## src/rtl/dma_arb_pkg.sv

```systemverilog
package dma_arb_pkg;
  typedef enum logic [1:0] {
    SZ_BYTE = 2'b00,
    SZ_HALF = 2'b01,
    SZ_WORD = 2'b10,
    SZ_RSVD = 2'b11
  } dma_size_e;
endpackage

```

## src/rtl/dma_lane_dec.sv

```systemverilog
module dma_lane_dec
  import dma_arb_pkg::*;
#(
  parameter int LANES = 4,
  parameter int OFS_W = 2
) (
  input  logic             wr_i,
  input  dma_size_e        size_i,
  input  logic [OFS_W-1:0] ofs_i,
  output logic [LANES-1:0] be_o
);
  logic [LANES-1:0] be_c;

  always_comb begin
    be_c = '0;
    for (int i = 0; i < LANES; i++) begin
      unique case (size_i)
        SZ_BYTE: be_c[i] = (OFS_W'(i) == ofs_i);
        SZ_HALF: be_c[i] = (OFS_W'(i >> 1) == (ofs_i >> 1));
        SZ_WORD: be_c[i] = 1'b1;
        default: be_c[i] = 1'b0;
      endcase
    end
    if (!wr_i) be_c = '0;
    be_o = be_c;

    if (wr_i === 1'b1 && size_i == SZ_BYTE)
      a_r2_byte_onehot: assert ($countones(be_c) == 1);
    if (wr_i === 1'b1 && size_i == SZ_HALF)
      a_r3_half_two_lanes: assert ($countones(be_c) == 2);
    if (size_i == SZ_RSVD)
      a_r4_reserved_no_lane: assert (be_c == '0);
    if (wr_i === 1'b0)
      a_r5_read_no_lane: assert (be_c == '0);
  end
endmodule

```

## src/rtl/dma_stall_ctrl.sv

```systemverilog
module dma_stall_ctrl #(
  parameter bit DUAL_PORT = 1'b0
) (
  input  logic clk,
  input  logic rst_n,
  input  logic wait_i,
  output logic stall_o
);
  generate
    if (DUAL_PORT) begin : g_dual
      assign stall_o = 1'b0;
    end else begin : g_single
      logic stall_d, stall_q;

      always_comb stall_d = wait_i;

      always_ff @(posedge clk or negedge rst_n) begin
        if (!rst_n) stall_q <= 1'b0;
        else        stall_q <= stall_d;
      end

      assign stall_o = stall_q;

      a_r7_stall_on_wait: assert property (@(posedge clk) disable iff (!rst_n)
        wait_i |=> stall_o);
      a_r7_release_on_idle: assert property (@(posedge clk) disable iff (!rst_n)
        !wait_i |=> !stall_o);
    end
  endgenerate
endmodule

```

## src/rtl/dma_port_mux.sv

```systemverilog
module dma_port_mux #(
  parameter int AW    = 24,
  parameter int DW    = 32,
  parameter int LANES = 4
) (
  input  logic             sel_dma_i,
  input  logic             cpu_en_i,
  input  logic [AW-1:0]    cpu_addr_i,
  input  logic [DW-1:0]    cpu_wdata_i,
  input  logic [LANES-1:0] cpu_be_i,
  input  logic             dma_en_i,
  input  logic [AW-1:0]    dma_addr_i,
  input  logic [DW-1:0]    dma_wdata_i,
  input  logic [LANES-1:0] dma_be_i,
  output logic             en_o,
  output logic [AW-1:0]    addr_o,
  output logic [DW-1:0]    wdata_o,
  output logic [LANES-1:0] be_o
);
  always_comb begin
    if (sel_dma_i) begin
      en_o    = dma_en_i;
      addr_o  = dma_addr_i;
      wdata_o = dma_wdata_i;
      be_o    = dma_be_i;
    end else begin
      en_o    = cpu_en_i;
      addr_o  = cpu_addr_i;
      wdata_o = cpu_wdata_i;
      be_o    = cpu_be_i;
    end
  end
endmodule

```

## src/rtl/dma_ram_arbiter.sv

```systemverilog
module dma_ram_arbiter
  import dma_arb_pkg::*;
#(
  parameter bit DUAL_PORT = 1'b0,
  parameter int ADDR_W    = 26,
  parameter int DATA_W    = 32
) (
  input  logic                         clk,
  input  logic                         rst_n,
  input  logic [ADDR_W-1:0]            dma_addr,
  input  logic [DATA_W-1:0]            dma_wdata,
  input  logic [1:0]                   dma_size,
  input  logic                         dma_req_n,
  input  logic                         dma_wr,
  input  logic                         dma_en,
  input  logic                         dma_wait,
  output logic [DATA_W-1:0]            dma_rdata,
  output logic                         dma_ready,
  input  logic                         cpu_en,
  input  logic [ADDR_W-$clog2(DATA_W/8)-1:0] cpu_addr,
  input  logic [DATA_W-1:0]            cpu_wdata,
  input  logic [DATA_W/8-1:0]          cpu_be,
  output logic                         cpu_stall,
  output logic [DATA_W-1:0]            cpu_rdata,
  output logic [ADDR_W-$clog2(DATA_W/8)-1:0] ram_addr,
  output logic                         ram_en,
  output logic [DATA_W-1:0]            ram_wdata,
  output logic [DATA_W/8-1:0]          ram_be,
  input  logic [DATA_W-1:0]            ram_rdata,
  output logic [ADDR_W-$clog2(DATA_W/8)-1:0] ram2_addr,
  output logic                         ram2_en,
  output logic [DATA_W-1:0]            ram2_wdata,
  output logic [DATA_W/8-1:0]          ram2_be,
  input  logic [DATA_W-1:0]            ram2_rdata
);
  localparam int LANES  = DATA_W / 8;
  localparam int OFS_W  = $clog2(LANES);
  localparam int RAM_AW = ADDR_W - OFS_W;

  logic              stall_q;
  logic              req_live;
  logic              go;
  logic [LANES-1:0]  dma_be;
  logic [RAM_AW-1:0] dma_waddr;
  logic              rd_pend_d, rd_pend_q;
  logic [DATA_W-1:0] src_rdata;

  assign req_live  = dma_en & ~dma_req_n;
  assign dma_waddr = dma_addr[ADDR_W-1:OFS_W];

  dma_stall_ctrl #(.DUAL_PORT(DUAL_PORT)) u_stall (
    .clk     (clk),
    .rst_n   (rst_n),
    .wait_i  (dma_wait),
    .stall_o (stall_q)
  );

  dma_lane_dec #(.LANES(LANES), .OFS_W(OFS_W)) u_lanes (
    .wr_i   (dma_wr),
    .size_i (dma_size_e'(dma_size)),
    .ofs_i  (dma_addr[OFS_W-1:0]),
    .be_o   (dma_be)
  );

  assign go        = DUAL_PORT ? req_live : (req_live & stall_q);
  assign dma_ready = stall_q;
  assign cpu_stall = stall_q;
  assign cpu_rdata = ram_rdata;

  generate
    if (DUAL_PORT) begin : g_dual
      assign ram_en     = cpu_en;
      assign ram_addr   = cpu_addr;
      assign ram_wdata  = cpu_wdata;
      assign ram_be     = cpu_be;
      assign ram2_en    = go;
      assign ram2_addr  = dma_waddr;
      assign ram2_wdata = dma_wdata;
      assign ram2_be    = go ? dma_be : '0;

      a_r6_port2_quiet: assert property (@(posedge clk) disable iff (!rst_n)
        (!dma_en || dma_req_n) |-> !ram2_en);
    end else begin : g_single
      dma_port_mux #(.AW(RAM_AW), .DW(DATA_W), .LANES(LANES)) u_mux (
        .sel_dma_i   (stall_q),
        .cpu_en_i    (cpu_en),
        .cpu_addr_i  (cpu_addr),
        .cpu_wdata_i (cpu_wdata),
        .cpu_be_i    (cpu_be),
        .dma_en_i    (go),
        .dma_addr_i  (dma_waddr),
        .dma_wdata_i (dma_wdata),
        .dma_be_i    (go ? dma_be : '0),
        .en_o        (ram_en),
        .addr_o      (ram_addr),
        .wdata_o     (ram_wdata),
        .be_o        (ram_be)
      );
      assign ram2_en    = 1'b0;
      assign ram2_addr  = '0;
      assign ram2_wdata = '0;
      assign ram2_be    = '0;

      a_r6_port_quiet: assert property (@(posedge clk) disable iff (!rst_n)
        (dma_ready && (!dma_en || dma_req_n)) |-> !ram_en);
      a_r8_cpu_owns_port: assert property (@(posedge clk) disable iff (!rst_n)
        !dma_ready |-> (ram_en == cpu_en && ram_addr == cpu_addr));
    end
  endgenerate

  // read-return tracking: RAM answers one cycle after an enabled read
  always_comb rd_pend_d = go & ~dma_wr;

  always_ff @(posedge clk or negedge rst_n) begin
    if (!rst_n) rd_pend_q <= 1'b0;
    else        rd_pend_q <= rd_pend_d;
  end

  assign src_rdata = (DUAL_PORT != 1'b0) ? ram2_rdata : ram_rdata;
  assign dma_rdata = rd_pend_q ? src_rdata : '0;

  a_r5_rdata_idle_zero: assert property (@(posedge clk) disable iff (!rst_n)
    !(go && !dma_wr) |=> (dma_rdata == '0));
endmodule

```

## config.mk

```make
export PLATFORM = sky130hd
export DESIGN_NAME = dma_ram_arbiter
export DESIGN_NICKNAME = d
export VERILOG_FILES = /design/src/rtl/dma_arb_pkg.sv /design/src/rtl/dma_lane_dec.sv /design/src/rtl/dma_stall_ctrl.sv /design/src/rtl/dma_port_mux.sv /design/src/rtl/dma_ram_arbiter.sv
export SDC_FILE = /design/constraint.sdc
export NUM_CORES = 1
export LEC_CHECK = 0
export CAP_MARGIN = 10
export CORE_AREA = 2 2 146 148
export DETAILED_ROUTE_END_ITERATION = 16
export DIE_AREA = 0 0 148 150
export SYNTH_ARGS = -nofsm -noshare
export SYNTH_HDL_FRONTEND = slang
export SYNTH_HIERARCHICAL = 1
export SYNTH_SLANG_ARGS = --single-unit
```

## constraint.sdc

```tcl
create_clock -name clk -period 1.6 [get_ports clk]
set_clock_uncertainty 0.05 [all_clocks]
set_input_delay 0.16 -clock clk [delete_from_list [all_inputs] [get_ports clk]]
set_output_delay 0.16 -clock clk [all_outputs]
set_load 0.05 [all_outputs]
```

After elaboration in Yosys (flattened, before gate mapping)
Cells that the tools add are included. W data, S select, Z words.

Bits of input ports: 191. Output and inout bits: 188. Logic and storage cells: 26. Bits in registers: 2.

Bitwise gates (word level): 5. Reductions and logical operators: 3. Equality and inequality tests: 5. Multiplexer cells: 11.

Operator list (number): $mux W32 (2); $mux W24 (1); $mux W4 (3); $pmux W1 S3 (4); $logic_not A2 Y1 (3); $eq A2 B2 Y1 const A (2); $and A1 B1 Y1 (3); $eq A1 B2 Y1 const A (1); $eq A2 B1 Y1 const B (1); $eq A2 B2 Y1 const B (1); $not A1 Y1 (2); $mux W1 (1).

Longest topological paths before layout
Gate-level depths: netlist (run 1).

Depth in word-level cells: 5. Mapped depth: 5. Gate-level depth less buffers: 5.

By module
Netlist (run 1), hierarchy kept.

Modules (own cells, without submodules): dma_ram_arbiter (cells each 137, sequential area each 25.0 µm², area each 1051.0 µm², instances 1); dma_port_mux (cells each 68, sequential area each 0.0 µm², area each 1043.5 µm², instances 1); dma_lane_dec (cells each 13, sequential area each 0.0 µm², area each 66.3 µm², instances 1); dma_stall_ctrl (cells each 1, sequential area each 25.0 µm², area each 25.0 µm², instances 1).

Least setup slack after synthesis (run 1)
OpenSTA, ideal clock, no wires.

Path type: register to output. Start: register u_stall.g_single.stall_q (netlist: u_stall/stall_o). End: output ram_addr[0]. Required time: 1.390 ns. Stages on the path, launching flop included: 4. Path slack: -0.088 ns. Arrival time: 1.478 ns. Path buffers: 2. Path through: dfrtp_1 -> buf_6 -> buf_12 -> mux2_4.

Longest elaborated chain between the ends: 1.

RTL lines: from (decl) (RTL line dma_stall_ctrl.sv:13) `logic stall_d, stall_q;`; from (signal assigned) (RTL line dma_stall_ctrl.sv:19) `else stall_q <= stall_d;`; $mux W24 (RTL line dma_port_mux.sv:21) `if (sel_dma_i) begin`; to (decl) (RTL line dma_ram_arbiter.sv:25) `output logic [ADDR_W-$clog2(DATA_W/8)-1:0] ram_addr,`.

No other way between the ends.

Final worst setup path (run 1)
Start: register u_stall.g_single.stall_q (netlist: u_stall/stall_o). End: output ram_wdata[26].

Longest elaborated chain between the ends: 1.

RTL lines: $mux W32 (RTL line dma_port_mux.sv:21); to (decl) (RTL line dma_ram_arbiter.sv:27) `output logic [DATA_W-1:0] ram_wdata,`.

No other way between the ends.

==> metrics.md, run 1 <==
| Metric | Value |
|---|---|
| WHS | 0.07575 ns |
| DR WL/cell | 13.71 microns |
| Critical path startpoint category | flop |
| Synth Register Bits | 2 |
| Core area | 20690 sq um |
| Simple-gate portion of the synthesized area | 15.11% |
| Synth top area share | 41.21% |
| Worst Path Required | 1.39 ns |
| Rows | 53 |
| Sink Count | 2 |
| Crit path top cell by count | buf_12 |
| Initial DRC Count | 35 |
| Crit path max-delay family | buffers and inverters |
| Final nets | 671 |
| Die Height | 150 microns |
| Initial antenna violation count | 0 |
| Final worst slack | -0.1381 ns |
| Post-synthesis sequential area ratio | 2.290% |
| Vias in the first global route | 2179 |
| Largest stage delay, worst path | 0.48 ns |
| Slowest-stage cell, CP | dfrtp_4 |
| Max clock buf depth | 2 |
| Clk_lat worst skew | 0.22 ns |
| CTS Buf Count | 3 |
| ANT cells | 0 |
| All-layer global routing usage | 7.961% |
| WL final | 10340 microns |
| Detailed Place HPWL | 9064 microns |
| Worst setup EP type | output pin |
| # DRC | 0 |
| Synth Instances | 219 |
| Post-synthesis adder-cell area fraction | 0% |
| WP data arrival | 1.53 ns |
| RSZ-0062 raised after global routing | yes |
| Final core utilization | 28.19% |
| Synth Area in Compound Gates | 1.374% |
| Share of cells above drive strength 1 | 51.57% |
| Die width | 148 microns |
| Most used routing layer | met2 |
| Vias per inst | 2.897 |
| First-pass GRT wire length | 13780 microns |
| Place WS | -0.2545 ns |
| Critical path buffers and inverters | 3 |
| Period utilisation layout | 108.6% |
| Synth cell types | 18 |
| Largest family of logic cells by synthesized area | multiplexers |
| CTS tree | yes |
| Synth warnings | 6 |
| Path type of the worst setup path | flop to output pin |
| Met1 Use GR | 10.89% |
| Fmax | 575.3 MHz |
| DRT Pass-1 Iters | 3 |
| Port buffer count | 285 |
| Max-slew violation count | 0 |
| Clock transition at path regs | 0.03 ns |
| Critical Path, Cell by Cell | buf_12, buf_12, mux2_4, buf_6 |
| Via Count | 2184 |
| IO Count | 379 |
| Static Leak | 0.002641 uW |
| Largest net degree at the start of global routing | 33 |
| Syn Area/Cell | 9.981 sq um |
| GP Congestion | 0.6897 |
| Setup-failing EPs final | 61 |
| Min Tclk post-route | 1.738 ns |
| Peak supply drop | 0.8096 mV |
| Max-cap violations | 0 |
| Power density cells | 472.7 nW/um^2 |
| DIE AREA | 22200 sq um |
| Mux contribution to synthesized area | 41.73% |
| Antenna violation net count after detailed routing | 0 |
| Synth area leaders | mux2_4 41%, buf_4 32%, and2_2 11% |
| CTS root buf | clkbuf_16 |
| Worst hold-check path type | input port to asynchronous set/reset pin |
| Initial core utilization | 10.56% |
| Violated checks | negative setup slack |
| Met2 usage | 13.84% |
| Yosys top cell by area | mux2_4 |
| Synth Cell Area | 2186 sq um |
| Design Area, Final | 5833 sq um |
| H-Tree Depth | 1 |
| Status | complete, but fails checks |
| Synth Area in XOR/XNOR | 0% |
| Post-DP Area | 5425 sq um |
| CP max FO | 21 |
| P&R area growth vs syn | 166.9% |
| Remaining global-route overflow | 0 |
| GR Layer Usage met3 | 1.372% |
| Hold-fix buffers, CTS | 0 |
| Fin. Hold Viols | 0 |
[what timing repair did]
| item | 4_1_cts | 5_1_grt |
|---|---|---|
| pin swaps | 4 | 4 |
| setup endpoints to repair | 60 | 61 |
| setup buffers | 4 | 0 |
| gates resized for setup | 78 | 5 |
[cells by family (layout without fill, tap and decap cells)]
logic type,Yosys count,in the layout
AOI/OAI and AO/OA,6,6
muxes,61,61
other,1,61
buffers and inverters,106,306
DFF,2,2
and+or+nand+nor,43,43
[worst paths after layout]
check | startpoint | to | slack, ns | cells after the start
min in group clk | dma_wait | u_stall/stall_o | 0.33 | 1
setup reg to reg | u_stall/stall_o | rd_pend_q | 0.48 | 3
hold reg to reg | u_stall/stall_o | rd_pend_q | 0.85 | 3
setup / recovery | u_stall/stall_o | ram_wdata[26] | -0.14 | 4
hold / removal | rst_n | rd_pend_q | 0.08 | 1
max in group asynchronous | rst_n | u_stall/stall_o | 1.26 | 1
[registers in the layout (all words and copies together) (netlist names)]
| name | count |
|---|---|
| u_stall/stall_o | 1 |
| rd_pend_q | 1 |
[stage by stage]
step	total power, uW	setup TNS [ns]	instances
after global routing	2844	-7.740	754
after CTS	2764	-6.343	754
after global placement	2233	-0.9280	746
after floorplan	1514	0	279
after detailed placement	2242	-1.016	746
final	2757	-5.957	754
[worst reg2reg max path, stage by stage (launching register included)]
cell and delay, ns:
dfrtp_4 0.48, buf_6 0.14, buf_6 0.12, and4bb_2 0.21
[Yosys cell counts, drive strengths merged]
library cell and count:
and4bb 1, clkbuf 3, nor2 2, nand2 2
dfrtp 2, and3b 1, inv 2, and2 32
nand2b 1, and4b 4, conb 1, mux2 61
o21ai 2, buf 101, a21oi 4
[report_power, final]
part	internal, uW	switching, uW
combinational	1030	1280
sequential	53.8	2.12
clock	328	62.1
[cells in the final DEF (no fill, tap or decap), types with 2 or more instances in the layout]
| cell type | count |
|---|---|
| clkbuf_16 | 3 |
| conb_1 | 61 |
| and4b_1 | 2 |
| clkdlybuf4s50_1 | 154 |
| buf_6 | 58 |
| nor2_1 | 2 |
| inv_1 | 2 |
| buf_8 | 6 |
| buf_4 | 4 |
| a21oi_2 | 3 |
| mux2_4 | 60 |
| buf_12 | 74 |
| and4b_2 | 2 |
| dlygate4sd2_1 | 4 |
| o21ai_0 | 2 |
| and2_2 | 32 |
[cell type report]
cell class / instances / area, sq um
tap: 275 / 344.1
timing repair buffer: 300 / 3831
clock buffer: 4 / 78.83
fill: 2172 / 14860
sequential: 2 / 53.80
multi-input combinational: 171 / 1518
inverter: 2 / 7.507
[layer usage]
layer,vias up,share of wire [%]
li1,1089,-
met1,999,40
met2,96,54
met3,0,5.7
met4,0,0
met5,-,0
(Power assumes the default switching activity.)
==> run 2: changes to the inputs <==
- GPL_TIMING_DRIVEN: not set -> 1
- RECOVER_POWER: not set -> 50
==> run 2 against run 1 <==
Effect of this change:
- register-to-register slack is essentially flat
- first-iteration DRC count did not move
- utilization is the same
- the flow still finishes with violations (negative setup slack)
==> metrics.md, run 2 (synthesis gave the netlist of run 1 again) <==
| Metric | Value |
|---|---|
| Port buffer count | 285 (unchanged) |
| Core area | 20690 sq um (unchanged) |
| Share of cells above drive strength 1 | 51.57% (unchanged) |
| Initial core utilization | 10.56% (unchanged) |
| Largest stage delay, worst path | 0.48 ns (about the same) |
| Largest net degree at the start of global routing | 33 (unchanged) |
| Fin cells | 754 (unchanged) |
| WL final | 10320 microns (-0.14%) |
| Violated checks | negative setup slack |
| Max clock buf depth | 2 (unchanged) |
| Critical Path, Cell by Cell | buf_12, buf_12, mux2_4, buf_6 |
| DIE AREA | 22200 sq um (unchanged) |
| Critical path depth | 4 (unchanged) |
| Layout fillers | 2172 (unchanged) |
| Reg-to-reg startpoint | u_stall/stall_o |
| All-layer global routing usage | 7.961% (unchanged) |
| First-pass GRT wire length | 13780 microns (unchanged) |
| Slowest-stage cell, CP | dfrtp_4 |
| Worst setup EP type | output pin |
| Reg-to-reg slack, setup | 0.48 ns (about the same) |
| Placed cell count | 746 (unchanged) |
| DRT Pass-1 Iters | 3 (unchanged) |
| Vias per inst | 2.899 (about the same) |
| Worst hold-check path type | input port to asynchronous set/reset pin |
| Rows | 53 (unchanged) |
| CP max FO | 21 (unchanged) |
| Detailed Place HPWL | 9064 microns (unchanged) |
| Area of the multi-input gates | 1518 sq um (unchanged) |
| Antenna violation net count after detailed routing | 0 (unchanged) |
| Initial DRC Count | 35 (unchanged) |
| Critical path buffers and inverters | 3 (unchanged) |
| Final nets | 671 (unchanged) |
| Most common cell after layout, fill and taps aside | clkdlybuf4s50_1 |
| IO Count | 379 (unchanged) |
| Fin. Hold Viols | 0 (unchanged) |
| Crit path top cell by count | buf_12 |
| Power density cells | 469.9 nW/um^2 (-0.59%) |
| CTS Buf Count | 3 (unchanged) |
| Crit path max-delay family | buffers and inverters |
| ANT cells | 0 (unchanged) |
| Vias in the first global route | 2179 (unchanged) |
| Die width | 148 microns (unchanged) |
| H-Tree Depth | 1 (unchanged) |
| Max-slew violation count | 0 (unchanged) |
| Sink Count | 2 (unchanged) |
| Remaining global-route overflow | 0 (unchanged) |
| DR WL/cell | 13.69 microns (-0.14%) |
| CTS root buf | clkbuf_16 |
| Worst Reg-to-Reg Cells | 3 (unchanged) |
| P&R area growth vs syn | 166.9% (unchanged) |
| Place WS | -0.2545 ns (unchanged) |
| FF+latch area | 53.80 sq um (unchanged) |
| Terminus of the critical flop-to-flop path | rd_pend_q |
| Status | complete, but fails checks |
| WP data arrival | 1.53 ns (about the same) |
| Path type of the worst setup path | flop to output pin |
| Min Tclk post-route | 1.738 ns (unchanged) |
| Setup TNS | -5.957 ns (+0.0001600 ns) |
| WHS | 0.1453 ns (+0.06956 ns) |
| Commonest cells after routing, fill and taps aside | 121 x clkdlybuf4s50_1, 74 x buf_12, 61 x conb_1, 60 x mux2_4, 58 x buf_6 |
| Clk_lat worst skew | 0.22 ns (about the same) |
| Fmax | 575.3 MHz (unchanged) |
| Worst Path Required | 1.39 ns (about the same) |
| Peak supply drop | 0.8095 mV (about the same) |
| Clock transition at path regs | 0.03 ns (about the same) |
| Setup-failing EPs final | 61 (unchanged) |
| CTS tree | yes |
| Die Height | 150 microns (unchanged) |
| Via Count | 2186 (+0.092%) |
| Initial antenna violation count | 0 (unchanged) |
| Max-cap violations | 0 (unchanged) |
| Critical path startpoint category | flop |
| Static Leak | 0.002649 uW (+0.33%) |
| Period utilisation layout | 108.6% (unchanged) |
| # DRC | 0 (unchanged) |
| RSZ-0062 raised after global routing | yes |
| GP Congestion | 0.6897 (unchanged) |
| Final worst slack | -0.1381 ns (unchanged) |
## run 2: worst max path at each step
stage	slack [ns]	end	start
2_1_floorplan	0.09	ram_addr[0]	u_stall/stall_o
3_3_place_gp	-0.23	ram_be[0]	dma_size[0]
3_5_place_dp	-0.25	ram_be[2]	dma_size[0]
4_1_cts	-0.15	ram_be[1]	u_stall/stall_o
5_1_grt	-0.17	ram_wdata[26]	u_stall/stall_o
6_report	-0.14	ram_wdata[26]	u_stall/stall_o
## run 2: power by group
part / switching, uW / leakage [uW] / internal (uW)
clock network: 62.1 / 0.0000382 / 328
registers: 2.12 / 0.0000245 / 53.8
logic: 1280 / 0.00259 / 1010
## run 2: repair_timing
action,4_1_cts,5_1_grt
endpoints found under the setup margin,60,61
buffers inserted,4,0
hold buffers,0,0
resized for setup,78,5
pin swaps,4,4
## run 2: stage by stage
step | power, uW | utilization, % | instance area (sq um)
floorplan | 1514 | - | 2412
global placement | 2233 | 26.22 | 5425
detailed placement | 2242 | 26.22 | 5425
CTS | 2764 | 28.10 | 5814
global route | 2828 | 28.19 | 5833
finish | 2741 | 28.19 | 5833
## run 2: final cells by class
| cell class | instances | area share (%) |
|---|---|---|
| well taps | 275 | 5.899 |
| clock buffers | 4 | 1.351 |
| inverters | 2 | 0.1287 |
| flip-flops and latches | 2 | 0.9224 |
| repair buffers | 300 | 65.68 |
| multi-input cells | 171 | 26.02 |
## run 2: worst register-to-register path, delay by kind of cell, from the launching register on
kind	cells	cell delay (ns)
DFF	1	0.48
and+or+nand+nor	1	0.21
buffers and inverters	2	0.26
## run 2: routing by layer
layer / GRT usage, % / vias up / wire (microns)
met5: 0 / - / 0
met1: 10.89 / 1001 / 4173
met4: 0.1905 / 0 / 0
met2: 13.84 / 96 / 5571
li1: - / 1089 / -
met3: 1.372 / 0 / 578
